`src/rtl/regBankPkg.sv`:
```
package regBankPkg;
  localparam int OFS_ORIG    = 0;
  localparam int OFS_SHADOW  = 1;
  localparam int OFS_IRQ_RO  = 2;
  localparam int OFS_PAIR    = 3;
  localparam int OFS_IRQ_W1C = 4;
  localparam int OFS_LOCK    = 5;
  localparam int OFS_PROT    = 6;

  typedef enum logic [2:0] {
    SEL_HOLD, SEL_ZERO, SEL_SHADOW, SEL_IRQ, SEL_STATUS, SEL_LOCK, SEL_PROT
  } rdSel_e;

  typedef struct packed {
    logic   wrOrig;
    logic   wrShadow;
    logic   clrIrq;
    logic   wrTx;
    logic   wrLock;
    logic   wrProt;
    rdSel_e rdSel;
  } strobe_t;
endpackage

```
`src/rtl/regBankCtrl.sv`:
```
module regBankCtrl
  import regBankPkg::*;
#(
  parameter int ADDR_W = 4
) (
  input  logic [ADDR_W-1:0] busAddr,
  input  logic              busWrEn,
  input  logic              busRdEn,
  input  logic              lockBit,
  input  logic              hwLock,
  output strobe_t           strb
);
  logic writeLocked;
  assign writeLocked = lockBit | hwLock;

  always_comb begin
    strb = '0;
    strb.rdSel = SEL_HOLD;
    if (busWrEn) begin
      if (busAddr == ADDR_W'(OFS_ORIG)) begin
        strb.wrOrig   = 1'b1;
        strb.wrShadow = 1'b1;  // shadow decoded on the same write
      end
      if (busAddr == ADDR_W'(OFS_IRQ_W1C)) strb.clrIrq = 1'b1;
      if (busAddr == ADDR_W'(OFS_PAIR))    strb.wrTx   = 1'b1;
      if (busAddr == ADDR_W'(OFS_LOCK))    strb.wrLock = 1'b1;
      if (busAddr == ADDR_W'(OFS_PROT))    strb.wrProt = !writeLocked;
    end
    if (busRdEn) begin
      if (busAddr == ADDR_W'(OFS_SHADOW))                                    strb.rdSel = SEL_SHADOW;
      else if (busAddr == ADDR_W'(OFS_IRQ_RO) || busAddr == ADDR_W'(OFS_IRQ_W1C)) strb.rdSel = SEL_IRQ;
      else if (busAddr == ADDR_W'(OFS_PAIR))                                 strb.rdSel = SEL_STATUS;
      else if (busAddr == ADDR_W'(OFS_LOCK))                                 strb.rdSel = SEL_LOCK;
      else if (busAddr == ADDR_W'(OFS_PROT))                                 strb.rdSel = SEL_PROT;
      else                                                                   strb.rdSel = SEL_ZERO;
    end
  end
endmodule

```
`src/rtl/regBankDatapath.sv`:
```
module regBankDatapath
  import regBankPkg::*;
#(
  parameter int DATA_W = 32
) (
  input  logic              clk,
  input  logic              rstN,
  input  strobe_t           strb,
  input  logic [DATA_W-1:0] busWrData,
  input  logic [DATA_W-1:0] irqSet,
  input  logic [DATA_W-1:0] statusIn,
  output logic [DATA_W-1:0] busRdData,
  output logic [DATA_W-1:0] cfgWord,
  output logic [DATA_W-1:0] txWord,
  output logic              lockBit
);
  logic [DATA_W-1:0] origQ, shadowQ, irqQ, txQ, lockQ, protQ, rdDataQ;
  logic [DATA_W-1:0] rdNext, irqNext, clrMask;

  assign clrMask = strb.clrIrq ? busWrData : '0;
  assign irqNext = (irqQ & ~clrMask) | irqSet;   // set beats clear

  always_comb begin
    case (strb.rdSel)
      SEL_ZERO:   rdNext = '0;
      SEL_SHADOW: rdNext = shadowQ;
      SEL_IRQ:    rdNext = irqQ;
      SEL_STATUS: rdNext = statusIn;
      SEL_LOCK:   rdNext = lockQ;
      SEL_PROT:   rdNext = protQ;
      default:    rdNext = rdDataQ;
    endcase
  end

  always_ff @(posedge clk or negedge rstN) begin
    if (!rstN) begin
      origQ   <= '0;
      shadowQ <= '0;
      irqQ    <= '0;
      txQ     <= '0;
      lockQ   <= '0;
      protQ   <= '0;
      rdDataQ <= '0;
    end else begin
      if (strb.wrOrig)   origQ   <= busWrData;
      if (strb.wrShadow) shadowQ <= busWrData;
      if (strb.wrTx)     txQ     <= busWrData;
      if (strb.wrLock)   lockQ   <= busWrData;
      if (strb.wrProt)   protQ   <= busWrData;
      irqQ    <= irqNext;
      rdDataQ <= rdNext;
    end
  end

  assign busRdData = rdDataQ;
  assign cfgWord   = origQ;
  assign txWord    = txQ;
  assign lockBit   = lockQ[0];

  p_shadow_tracks_r2: assert property (@(posedge clk) disable iff (!rstN)
    strb.wrOrig |=> shadowQ == origQ);
  p_irq_set_wins_r6: assert property (@(posedge clk) disable iff (!rstN)
    (|irqSet) |=> ((irqQ & $past(irqSet)) == $past(irqSet)));
  p_irq_no_spurious_r4: assert property (@(posedge clk) disable iff (!rstN)
    !(|irqSet) |=> ((irqQ & ~$past(irqQ)) == '0));
  p_tx_only_on_pair_r9: assert property (@(posedge clk) disable iff (!rstN)
    !strb.wrTx |=> $stable(txQ));
endmodule

```
`src/rtl/complexRegBank.sv`:
```
module complexRegBank
  import regBankPkg::*;
#(
  parameter int DATA_W = 32,
  parameter int ADDR_W = 4
) (
  input  logic              clk,
  input  logic              rstN,
  input  logic [ADDR_W-1:0] busAddr,
  input  logic              busWrEn,
  input  logic              busRdEn,
  input  logic [DATA_W-1:0] busWrData,
  output logic [DATA_W-1:0] busRdData,
  input  logic [DATA_W-1:0] irqSet,
  input  logic [DATA_W-1:0] statusIn,
  input  logic              hwLock,
  output logic [DATA_W-1:0] cfgWord,
  output logic [DATA_W-1:0] txWord
);
  strobe_t strb;
  logic    lockBit;

  regBankCtrl #(.ADDR_W(ADDR_W)) u_ctrl (
    .busAddr(busAddr), .busWrEn(busWrEn), .busRdEn(busRdEn),
    .lockBit(lockBit), .hwLock(hwLock), .strb(strb)
  );

  regBankDatapath #(.DATA_W(DATA_W)) u_dp (
    .clk(clk), .rstN(rstN), .strb(strb), .busWrData(busWrData),
    .irqSet(irqSet), .statusIn(statusIn), .busRdData(busRdData),
    .cfgWord(cfgWord), .txWord(txWord), .lockBit(lockBit)
  );

  p_locked_hold_r8: assert property (@(posedge clk) disable iff (!rstN)
    (hwLock || lockBit) |=> $stable(u_dp.protQ));
  p_unmapped_zero_r10: assert property (@(posedge clk) disable iff (!rstN)
    (busRdEn && busAddr > ADDR_W'(OFS_PROT)) |=> busRdData == '0);
  p_rd_hold_r11: assert property (@(posedge clk) disable iff (!rstN)
    !busRdEn |=> $stable(busRdData));
endmodule

```
`config.mk`:
```
export PLATFORM = sky130hd
export DESIGN_NAME = complexRegBank
export DESIGN_NICKNAME = d
export VERILOG_FILES = /design/src/rtl/regBankPkg.sv /design/src/rtl/regBankCtrl.sv /design/src/rtl/regBankDatapath.sv /design/src/rtl/complexRegBank.sv
export SDC_FILE = /design/constraint.sdc
export NUM_CORES = 1
export LEC_CHECK = 0
export BUFFER_PORTS_ARGS = -buffer_cell sky130_fd_sc_hd__buf_2
export CAP_MARGIN = 15
export CORE_AREA = 5 5 150 152
export DETAILED_ROUTE_END_ITERATION = 12
export DIE_AREA = 0 0 155 157
export PLACE_DENSITY = 0.7
export SLEW_MARGIN = 10
export SYNTH_ARGS = -nofsm -noshare
export SYNTH_HDL_FRONTEND = slang
export SYNTH_SLANG_ARGS = --single-unit
```
`constraint.sdc`:
```
create_clock -name clk -period 3.2 [get_ports clk]
set_clock_uncertainty 0.2 [all_clocks]
set_input_delay 0.48 -clock clk [delete_from_list [all_inputs] [get_ports clk]]
set_output_delay 0.48 -clock clk [all_outputs]
set_load 0.02 [all_outputs]
```
Yosys cells after proc, flatten, opt, wreduce, memory -nomap -nowiden
Index checks and enable logic that the tools add are counted.
- register bits: 224
- bits of input ports: 105
- logic and storage cells: 41
- eq/ne operators: 12
- multiplexer cells: 14
- bitwise gates (word level): 4
- reduce and logical (&&, ||, !) cells: 4
- operator list (operator ; count):
    $pmux 32 s6 ; 1
    $and 32x32->32 ; 1
    $mux 32 ; 1
    $not 32->32 ; 1
    $or 32x32->32 ; 1
    $mux 3 ; 6
    $eq 4x3->1 const B ; 3
    $eq 3x3->1 const B ; 3
    $eq 4x2->1 const B ; 2
    $eq 3x2->1 const B ; 2
    $mux 6 ; 1
    $reduce_bool 6->1 ; 1
    $eq 4x1->1 const B ; 1
    $logic_not 4->1 ; 1
    $mux 1 ; 4
    $eq 3x1->1 const B ; 1
    $mux 2 ; 1
    $logic_not 1->1 ; 1
    $logic_or 1x1->1 ; 1
    $or 1x1->1 ; 1

Longest topological paths before layout
- depth after elaboration: 9
- mapped depth: 7
- mapped depth without buffers: 3

By module
From an unflattened synthesis, not the netlist that was laid out.
- cells, all modules: 694
- area, all modules: 9711.8 µm²
- by module, submodules not included (module ; times used ; cells an instance ; area each (µm²) ; seq. area each (µm²)):
    regBankDatapath ; 1 ; 672 ; 9517.9 ; 5605.4
    regBankCtrl ; 1 ; 22 ; 193.9 ; 0.0

Worst setup path after synthesis
No wires, ideal clock.
- path kind: input to register
- start point: in busAddr[2]
- end point: reg u_dp.txQ[10], in the netlist u_dp.txWord[10]
- setup time: 0.125 ns
- data arrival time: 1.658 ns
- setup slack: 1.217 ns
- cell stages on the path: 6
- buffers on the path: 3
- path through: buf_2 nor3b_1 and3_1 clkbuf_2 buf_2 mux2_2
- cells in the longest elaborated chain, start to end: 3
- ends and longest elaborated chain (element ; line ; source):
    start, declared ; complexRegBank.sv:9 ; input logic [ADDR_W-1:0] busAddr,
    $eq 4x2->1 ; regBankCtrl.sv:25 ; if (busAddr == ADDR_W'(OFS_PAIR)) strb.wrTx = 1'b1;
    $mux 1 ; regBankCtrl.sv:25 ;
    $mux 6 ; regBankCtrl.sv:19 ; if (busWrEn) begin
    end signal, assigned ; regBankDatapath.sv:47 ; if (strb.wrTx) txQ <= busWrData;
    end, declared ; regBankDatapath.sv:17 ; logic [DATA_W-1:0] origQ, shadowQ, irqQ, txQ, lockQ, protQ, rdDataQ;
Every way passes these cells.
A chain may end at the register's enable or synchronous reset.

Worst setup path after layout
- start point: in busRdEn
- end point: reg u_dp.rdDataQ[18], in the netlist u_dp.busRdData[18]
- cells in the longest elaborated chain, start to end: 3
- elaborated cells on any way between the ends: 9
- ends and longest elaborated chain (element ; line ; source):
    start, declared ; complexRegBank.sv:11 ; input logic busRdEn,
    $mux 3 (*) ; regBankCtrl.sv:29 ; if (busRdEn) begin
    $eq 3x3->1 (tied with other cells) ; regBankDatapath.sv:24 ; case (strb.rdSel)
    $pmux 32 s6 or $reduce_bool 6->1 (tied branches) ; - ;
    end signal, assigned ; regBankDatapath.sv:51 ; rdDataQ <= rdNext;
    end, declared ; regBankDatapath.sv:17 ;
Every way passes the cells marked *; elsewhere a longest branch is shown, timed or not.

==> summary.md <==
| Metric | Value |
|---|---|
| Top FF cell, synth | `dfrtp_1` |
| Adder and majority gate portion of the synthesized area | `0%` |
| Period utilization | `a little over three fifths` |
| Pleak | `5.07 nW` |
| HP Start | `irqSet[12]` |
| Post-synth EDFFs | `0` |
| DRC Markers | `0` |
| Largest net degree at the start of global routing | `81` |
| Hold Worst Slack | `slightly above 0.02 ns` |
| Layout cell share with drive strength beyond 1 | `about 46%` |
| Die area | `24300 sq um` |
| Most frequent cell after synthesis | `dfrtp_1` |
| Status | `finished, final reports clean` |
| Area growth syn-to-layout | `21.9%` |
| Clock sinks | `192` |
| Antenna Cells | `0` |
| Crit path max-delay cell type | `and4bb_2` |
| Critical Path RT | `between 3 and 4 ns` |
| Die width | `approximately 160 microns` |
| Core ar. | `20900 sq um` |
| Setup Viol. Count Final | `0` |
| Pwr Density | `between 600 and 700 nW/um^2` |
| # IOs | `201` |
| CTS root buf | `clkbuf_16` |
| Via density | `5.33` |
| Largest family of logic cells by synthesized area | `multiplexers` |
| Synth Area in Compound Gates | `7.22%` |
| XOR/XNOR share of the synthesized area | `less than 1%` |
| Worst Setup End Kind | `flop` |
| Crit-path max FO | `23` |
| TritonCTS clock tree | `built` |
| Placed Instances | `about 1100` |
| Critical Path AT | `2.17 ns` |
| Skew-Pair Late Insertion Delay | `0.43 ns` |
| Post-DRT Antenna Nets | `0` |
| FF-to-FF path depth | `4` |
| Nets | `957` |
| Worst slew margin | `between 40 and 50%` |
| Area of the mapped netlist | `8590 sq um` |
| Minimum clock period | `~2 ns` |
| Non-filler cells in the finished layout | `about 1100` |
| Min-Delay Path Class | `input port to flop` |
| Reg clk slew, reported paths | `0.07 ns` |
| Main area contributors after synthesis | `dfrtp_1 56%, mux2_2 14%, mux2_4 5.2%` |
| Row count | `53` |
| Clk buf depth | `2` |
| Max incr delay on CP | `0.65 ns` |
| Unrepaired setup endpoints after global routing | `false` |
| Fin Setup TNS | `0 ns` |
| Resized cells post-CTS | `0` |
| Initial antenna violation count | `2` |
| Initial DRC Count | `approximately 310` |
| H-Tree Depth | `4` |
| Crit start category | `input port` |
| Yosys top cell area share | `between 50% and 60%` |
| Most common library cells after synthesis | `192 x dfrtp_1, 108 x mux2_2, 75 x nand3_1` |
| Vias in the first global route | `6463` |
| Die height | `157 microns` |
| Top cell by count, worst path | `buf_4` |
| Setup CP Type | `input port to flop` |
| Worst Setup SP | `busRdEn` |
| Sequential fraction of the synthesis area | `55.9%` |
| Async SR Flop Fraction | `100%` |
| Multiplexer share of the synthesized area | `22.0%` |
| Port bufs | `200` |
| Crit path depth | `6` |
| Avg Inst Size Synth | `13.0 sq um` |
| Aggregate global-route resource usage | `roughly a fifth` |
| Mapped Cells | `around 660` |
| CTS buffer count | `17` |
| Max rail drop VDD | `0.000357 V` |
| Worst Path Buf+Inv | `3` |
| Worst reg2reg path startpoint | `u_dp.lockQ[0]` |
| Crit-path leading delay family | `buffers and inverters` |
| Routed WL | `23600 microns` |
| Max Slew Vio Count | `0` |
| Gr ovfl total | `0` |
| Synth Register Bits | `around 190` |
| Fin. Hold Viols | `0` |
| Syn Nets | `766` |
| Synth warn | `0` |
| Detailed-route wire length per cell | `20.7 microns` |
| Peak Freq | `497 MHz` |
| Yosys top cell by area | `dfrtp_1` |
| Worst hold path depth | `2` |
| Final HPWL DP | `15800 microns` |
| Synth Area in Simple Gates | `10.7%` |
| Vias | `between 6000 and 7000` |
| Initial Utilization | `41.1%` |
| Cells along the critical path | `buf_2 -> and4bb_2 -> buf_4 -> buf_4 -> a21oi_1 -> nand4_1` |
| Placer Congestion | `0.767` |
| Slew at the pin closest to its max-slew limit | `0.807 ns` |
| First-pass GRT wire length | `about 37000 microns` |
| Max_cap viols | `0` |
| Post-synthesis cell type count | `31` |
| First-pass detailed-route iteration total | `6` |
## per-layer routing
metal,wire (microns),part of all wire (%),GRT usage (%),vias up
met3,1700,7.2,5.42,38
met2,11500,49,32.4,202
li1,-,-,-,2795
met1,9900,42,25.6,3039
met5,19,0.081,0,-
met4,430,1.8,5.42,4
## repair_timing
item | CTS | global route
hold buffers | 1 | 0
setup buffers | 0 | 0
endpoints found under the hold margin | 76 | 0
endpoints found under the setup margin | 0 | 0
## worst reg2reg max path, cell delays in order (launching register included)
cell,delay [ns]
dfrtp_1,0.39
nor4b_1,0.35
nand2_2,0.29
buf_12,0.27
mux2_2,0.30
## flip-flops by register name (all words and copies together) (netlist names)
signal and flops:
u_dp.busRdData 32, u_dp.irqQ 32, u_dp.lockQ 32, u_dp.protQ 32
u_dp.shadowQ 32, u_dp.txWord 32
## stage by stage
step	cell area (sq um)	utilization, %	worst slack [ns]	power (mW)
2_1_floorplan	8590	-	1.22	3.95
3_3_place_gp	9900	47.4	0.740	4.49
3_5_place_dp	9900	47.4	0.737	4.53
4_1_cts	10500	50.2	1.18	6.62
5_1_grt	10500	50.2	1.07	6.87
6_report	10500	50.2	1.19	6.56
## path summary, 6_finish.rpt
kind / end / slack [ns]
max reg2reg: u_dp.protQ[18] / 1.29
max: u_dp.busRdData[18] / 1.19
max in group asynchronous: u_dp.irqQ[26] / 1.54
min in group asynchronous: u_dp.shadowQ[9] / 0.47
min: u_dp.irqQ[12] / 0.02
min reg2reg: u_dp.irqQ[25] / 0.28
## area by class of cell
cell class | instances | area [sq um]
Timing Repair Buffer | 224 | 1230
Inverter | 17 | 63.8
Multi-Input combinational cell | 400 | 3470
Tap cell | 275 | 344
Sequential cell | 192 | 4800
Clock buffer | 22 | 464
Clock inverter | 10 | 103
Fill cell | 1831 | 10400
## layout by cell type, fill, tap and decap left out, types with 2 or more instances in the layout
cell / count
clkinvlp_4: 2
inv_1: 17
and3b_1: 3
clkinv_4: 2
buf_12: 3
clkbuf_8: 3
mux2i_1: 17
and3_1: 34
nand4_1: 14
mux2_4: 30
buf_4: 20
buf_2: 199
mux2_1: 5
a21oi_1: 15
a2111o_1: 17
a21o_1: 32
clkbuf_1: 3
o22ai_1: 17
nand2_2: 2
inv_6: 4
mux2_2: 108
and3b_2: 2
dfrtp_1: 192
nor2b_1: 16
clkbuf_16: 17
nand3_1: 75
and4bb_2: 2
## cells by family (layout without fill, tap and decap cells)
kind of cell           count (synthesis)  in the layout
AO/OA/AOI/OAI                         82             82
XOR/XNOR                               1              1
buffers and inverters                 69            273
flip-flops                           192            192
multiplexers                         160            160
AND/OR/NAND/NOR                      157            157
## power breakdown
group	internal, mW	switching (mW)	leakage, nW	total (mW)
clock network	1.13	0.956	0.272	2.08
registers	2.84	0.227	2.29	3.07
logic	0.654	0.752	2.51	1.41
total	4.62	1.94	5.07	6.56
No activity file was read; power rests on OpenSTA's default activity.
